<file path="src/rtl/xbus_pkg.sv">
package xbus_pkg;

    typedef enum logic [2:0] {
        ST_IDLE     = 3'd0,
        ST_STRETCH  = 3'd1,
        ST_WAIT_MIN = 3'd2,
        ST_WAIT_WIN = 3'd3,
        ST_FINAL    = 3'd4
    } xbus_state_e;

endpackage

</file>
<file path="src/rtl/xbus_eclk_gen.sv">
module xbus_eclk_gen #(
    parameter int DIV = 1
) (
    input  logic clk,
    input  logic rst_n,
    output logic tick
);
    localparam int CW = (DIV > 1) ? $clog2(DIV) : 1;
    localparam logic [CW-1:0] LAST = CW'(DIV - 1);

    logic [CW-1:0] cnt_q;

    always_ff @(posedge clk or negedge rst_n) begin
        if (!rst_n) begin
            cnt_q <= '0;
        end else if (cnt_q == LAST) begin
            cnt_q <= '0;
        end else begin
            cnt_q <= cnt_q + 1'b1;
        end
    end

    assign tick = rst_n && (cnt_q == '0);

endmodule

</file>
<file path="src/rtl/xbus_wait_sync.sv">
module xbus_wait_sync #(
    parameter int STAGES = 2
) (
    input  logic clk,
    input  logic rst_n,
    input  logic en,
    input  logic raw,
    output logic synced
);
    logic [STAGES-1:0] st_q;

    always_ff @(posedge clk or negedge rst_n) begin
        if (!rst_n) begin
            st_q <= '0;
        end else if (en) begin
            st_q <= {st_q[STAGES-2:0], raw};
        end
    end

    assign synced = st_q[STAGES-1];

endmodule

</file>
<file path="src/rtl/xbus_cs_decode.sv">
module xbus_cs_decode #(
    parameter int NUM_CS = 4,
    parameter int CS_W   = 2
) (
    input  logic [CS_W-1:0]   idx,
    input  logic              en,
    output logic [NUM_CS-1:0] sel
);
    for (genvar i = 0; i < NUM_CS; i++) begin : g_line
        assign sel[i] = en && (idx == CS_W'(i));
    end

endmodule

</file>
<file path="src/rtl/xbus_stretch_ctl.sv">
module xbus_stretch_ctl
    import xbus_pkg::*;
#(
    parameter int NUM_CS      = 4,
    parameter int STR_W       = 3,
    parameter int SYNC_STAGES = 2,
    parameter int ECLK_DIV    = 1,
    localparam int CS_W       = (NUM_CS > 1) ? $clog2(NUM_CS) : 1
) (
    input  logic              clk,
    input  logic              rst_n,
    input  logic              req_valid,
    input  logic              req_write,
    input  logic [CS_W-1:0]   req_cs,
    input  logic              req_emul,
    input  logic [STR_W-1:0]  stretch_cfg,
    input  logic [NUM_CS-1:0] wait_en_mask,
    input  logic              ext_wait,
    output logic [NUM_CS-1:0] cs_sel,
    output logic              rd_stb,
    output logic              wr_stb,
    output logic              bus_clk_en,
    output logic              busy,
    output logic              done
);
    localparam logic [STR_W-1:0] EMUL_STRETCH = STR_W'(1);

    xbus_state_e      state_q;
    logic [STR_W-1:0] cnt_q;
    logic [CS_W-1:0]  cs_q;
    logic             wr_q;
    logic             wait_seen;
    logic             active;

    // Free-running bus-rate enable; also paces the wait synchronizer
    xbus_eclk_gen #(.DIV(ECLK_DIV)) u_eclk (
        .clk  (clk),
        .rst_n(rst_n),
        .tick (bus_clk_en)
    );

    xbus_wait_sync #(.STAGES(SYNC_STAGES)) u_sync (
        .clk   (clk),
        .rst_n (rst_n),
        .en    (bus_clk_en),
        .raw   (ext_wait),
        .synced(wait_seen)
    );

    xbus_cs_decode #(.NUM_CS(NUM_CS), .CS_W(CS_W)) u_dec (
        .idx(cs_q),
        .en (active),
        .sel(cs_sel)
    );

    // State register and access context
    always_ff @(posedge clk or negedge rst_n) begin
        if (!rst_n) begin
            state_q <= ST_IDLE;
            cnt_q   <= '0;
            cs_q    <= '0;
            wr_q    <= 1'b0;
        end else begin
            unique case (state_q)
                ST_IDLE: begin
                    if (req_valid) begin
                        cs_q <= req_cs;
                        wr_q <= req_write;
                        if (req_emul) begin
                            cnt_q   <= EMUL_STRETCH;
                            state_q <= ST_STRETCH;
                        end else if (wait_en_mask[req_cs]) begin
                            state_q <= ST_WAIT_MIN;
                        end else if (stretch_cfg == '0) begin
                            state_q <= ST_FINAL;
                        end else begin
                            cnt_q   <= stretch_cfg;
                            state_q <= ST_STRETCH;
                        end
                    end
                end
                ST_STRETCH: begin
                    if (cnt_q == EMUL_STRETCH) begin
                        state_q <= ST_FINAL;
                    end else begin
                        cnt_q <= cnt_q - 1'b1;
                    end
                end
                ST_WAIT_MIN: begin
                    state_q <= ST_WAIT_WIN;
                end
                ST_WAIT_WIN: begin
                    if (!wait_seen) begin
                        state_q <= ST_FINAL;
                    end
                end
                ST_FINAL: begin
                    state_q <= ST_IDLE;
                end
                default: begin
                    state_q <= ST_IDLE;
                end
            endcase
        end
    end

    // Outputs decoded from the registered state
    always_comb begin
        active = (state_q != ST_IDLE);
        busy   = active;
        done   = (state_q == ST_FINAL);
        rd_stb = active && !wr_q;
        wr_stb = active && wr_q;
    end

    AST_CS_ONEHOT_BUSY: assert property (@(posedge clk) disable iff (!rst_n)
        ($onehot0(cs_sel) && ((cs_sel != '0) == busy)));
    AST_STROBE_EXCL: assert property (@(posedge clk) disable iff (!rst_n)
        !(rd_stb && wr_stb) && ((rd_stb || wr_stb) == (cs_sel != '0)));
    AST_DONE_PULSE: assert property (@(posedge clk) disable iff (!rst_n)
        done |=> (!done && !busy));
    AST_DONE_IN_ACCESS: assert property (@(posedge clk) disable iff (!rst_n)
        done |-> busy);
    AST_START_ON_REQ: assert property (@(posedge clk) disable iff (!rst_n)
        $rose(busy) |-> $past(req_valid));
    AST_STRETCH_NONZERO: assert property (@(posedge clk) disable iff (!rst_n)
        (state_q == ST_STRETCH) |-> (cnt_q != '0));

endmodule

</file>
<file path="config.mk">
export PLATFORM = sky130hd
export DESIGN_NAME = xbus_stretch_ctl
export DESIGN_NICKNAME = d
export VERILOG_FILES = /design/src/rtl/xbus_pkg.sv /design/src/rtl/xbus_eclk_gen.sv /design/src/rtl/xbus_wait_sync.sv /design/src/rtl/xbus_cs_decode.sv /design/src/rtl/xbus_stretch_ctl.sv
export SDC_FILE = /design/constraint.sdc
export NUM_CORES = 1
export LEC_CHECK = 0
export ABC_AREA = 0
export ABC_CLOCK_PERIOD_IN_PS = 2800
export BUFFER_PORTS_ARGS = -buffer_cell sky130_fd_sc_hd__buf_2
export CORE_AREA = 2 2 41 43
export CTS_CLUSTER_DIAMETER = 150
export DETAILED_ROUTE_END_ITERATION = 16
export DIE_AREA = 0 0 43 45
export PLACE_DENSITY_LB_ADDON = 0.15
export SLEW_MARGIN = 20
export SYNTH_ARGS = -nofsm -noshare
export SYNTH_HDL_FRONTEND = slang
export SYNTH_SLANG_ARGS = --single-unit
</file>
<file path="constraint.sdc">
create_clock -name clk -period 2.8 [get_ports clk]
set_input_delay 0.42 -clock clk [delete_from_list [all_inputs] [get_ports clk]]
set_output_delay 0.42 -clock clk [all_outputs]
set_load 0.02 [all_outputs]
</file>
==> reports/metrics.yaml <==
cp-start-kind: "flip-flop"
h-tree-depth: 1
yosys_warnings: 0
required_ps: 2380
clk_pin_slew_worst_paths_ps: 70
total_power_mw: 1.04
synth-compound-area-share_pct: 15.7
design.core.area_mm2: 0.00147
antenna_found_initial: 0
drive_gt1_share_pct: 42.3
synth-edff-count: 0
critPathArrivalTime_ps: 1710
drt_pass1_iterations: 3
synthFlopType: "dfrtp_1"
yosys-top-cells-area: "dfrtp_1 38%, mux2_2 7.8%, a21oi_1 4.2%"
ir_drop_v: 0.000520
r2r_setup_slack_ps: 1070
rsz0062_at_grt: "false"
layout.nets: 115
grt_pass1_wl_mm: 2.39
die_h_um: 45
path_class: "reg2out"
tightest_slew_ps: 551
postRouteWirelength_mm: 1.44
diodes: 0
areaGrowthSynthToFinish_pct: 21.3
async_flop_share_pct: 100
status: "finished, final reports clean"
synth_nets: 88
dieArea_mm2: 0.00194
maxSlewViolCount: 0
root_buffer: "clkbuf_4"
cts_resized: 0
cp-end-kind: "output pin"
hold_viol: 0
synth_simple_gate_area_share_pct: 18.9
syn_area_um2: 723
via_per_inst: 5.52
pwr_density_cell_mw_per_mm2: 1190
max_freq_mhz: 470
finClkSkew_ps: 1.29
tns_ps: 0
synth_xor_area_share_pct: 0
setup_viol: 0
start_util_pct: 49.1
cts_setup_buffers: 0
netlist_instances: 71
overflow: 0
io_buffers: 23
p_leak_nw: 0.432
grt_pass1_vias: 560
holdCritPathClass: "in2async"
yosys_register_bits: 11
nFillCells: 141
grt.total_usage_pct: 17.0
period_minus_slack_ps: 2130
period_share_pct: 75.9
ys_seq_area_share_pct: 38.1
clk_latency_ps: 260
boundaryPins: 24
max_cap_viol_count: 0
place.gp.congestion: 0.747
synth_top_area_cell: "dfrtp_1"
hold_buffers: 0
synth_commonest_cells: "11 x dfrtp_1, 6 x a21oi_1, 6 x inv_1"
routedWlPerCell_um: 12.7
yosysMostFrequentCell: "dfrtp_1"
muxShareOfSynthArea_pct: 19.2
syn_area_per_cell_um2: 10.2
synth_fa_ha_area_share_pct: 3.46
cts.sinks: 11
yosysUniqueCellTypes: 31
relSlewSlack_pct: 63.1
cts_made_buffers: 3
final_antenna_net_count: 0
row_count: 14
yosys.area.top_type_share_pct: 38.1
cts_tree: "done"
grt_max_degree: 15
drcViolationCount: 0
critPathMaxFanout: 8
die_w_um: 43
utilization_pct: 59.6
dpl.hpwl_mm: 1.15
synth_top_family_by_area: "multiplexers"
drtIter0Drc: 4
vias: 624
cts_buffer_depth: 2
## layout by cell type (no fill, tap or decap), types with 2 or more instances in the layout
| master | n |
|---|---|
| mux2_2 | 5 |
| dfrtp_1 | 11 |
| nand2_1 | 4 |
| nor3_1 | 5 |
| ha_1 | 2 |
| mux2_4 | 2 |
| nor2_1 | 3 |
| nand2b_1 | 3 |
| a21oi_1 | 6 |
| mux2i_1 | 3 |
| o21ai_0 | 2 |
| inv_1 | 6 |
| clkbuf_4 | 3 |
| buf_2 | 23 |
## worst max-delay path: stages (launching register included)
cell and delay [ps]:
dfrtp_1 440, nor3_2 460, inv_2 180, and3_1 220, buf_2 150
## sequential cells by signal, indices dropped and copies added, names as in the netlist
name         flops
cnt_q            3
cs_q             2
state_q          3
u_sync.st_q      2
wr_q             1
## layout make-up
class	instances	area, um^2	share of cell area [%]
clock buffer	4	26.3	3.00
multi-input combinational	52	414	47.2
tap	16	20.0	2.28
timing repair buffer	23	115	13.1
sequential	11	275	31.4
inverter	7	26.3	3.00
## metrics by stage
step                      instance area [um^2]  hold slack, ps  worst slack [ps]  cells
final                                      877            35.9               674    113
after global placement                     851             318               922    109
after global routing                       877            45.0               547    113
after CTS                                  877            35.1               645    113
after detailed placement                   851             321               897    109
after floorplan                            723             124              1050     71
## power breakdown
part           total [mW]  switching, mW  internal, mW  leakage (nW)
sequential          0.310         0.0781         0.231         0.132
combinational       0.630          0.341         0.289         0.285
clock               0.105         0.0501        0.0550        0.0150
## cell families (layout without fill, tap and decap cells)
logic type | Yosys count | in the layout
simple gates | 23 | 23
mux | 11 | 11
fa+ha+maj | 2 | 2
flops | 11 | 11
compound gates | 16 | 16
buf+inv | 8 | 34
## path summary, 6_finish.rpt
path,startpoint,depth (start not counted),end
min,rst_n,1,u_sync.st_q[1]
max in group asynchronous,rst_n,1,cs_q[0]
max reg2reg,state_q[1],4,cnt_q[0]
min reg2reg,u_sync.st_q[0],1,u_sync.st_q[1]
max,state_q[1],4,cs_sel[3]
min in group clk,ext_wait,2,u_sync.st_q[0]
## layer usage
layer | vias up | share of wire [%] | GRT usage [%] | wire (um)
met2 | 14 | 49 | 28.5 | 703
met1 | 294 | 46 | 20.8 | 664
li1 | 314 | - | - | -
met3 | 2 | 3.5 | 3.60 | 51
met5 | - | 0 | 0 | 0
met4 | 0 | 1.3 | 9.09 | 19
(Power assumes the default switching activity.)
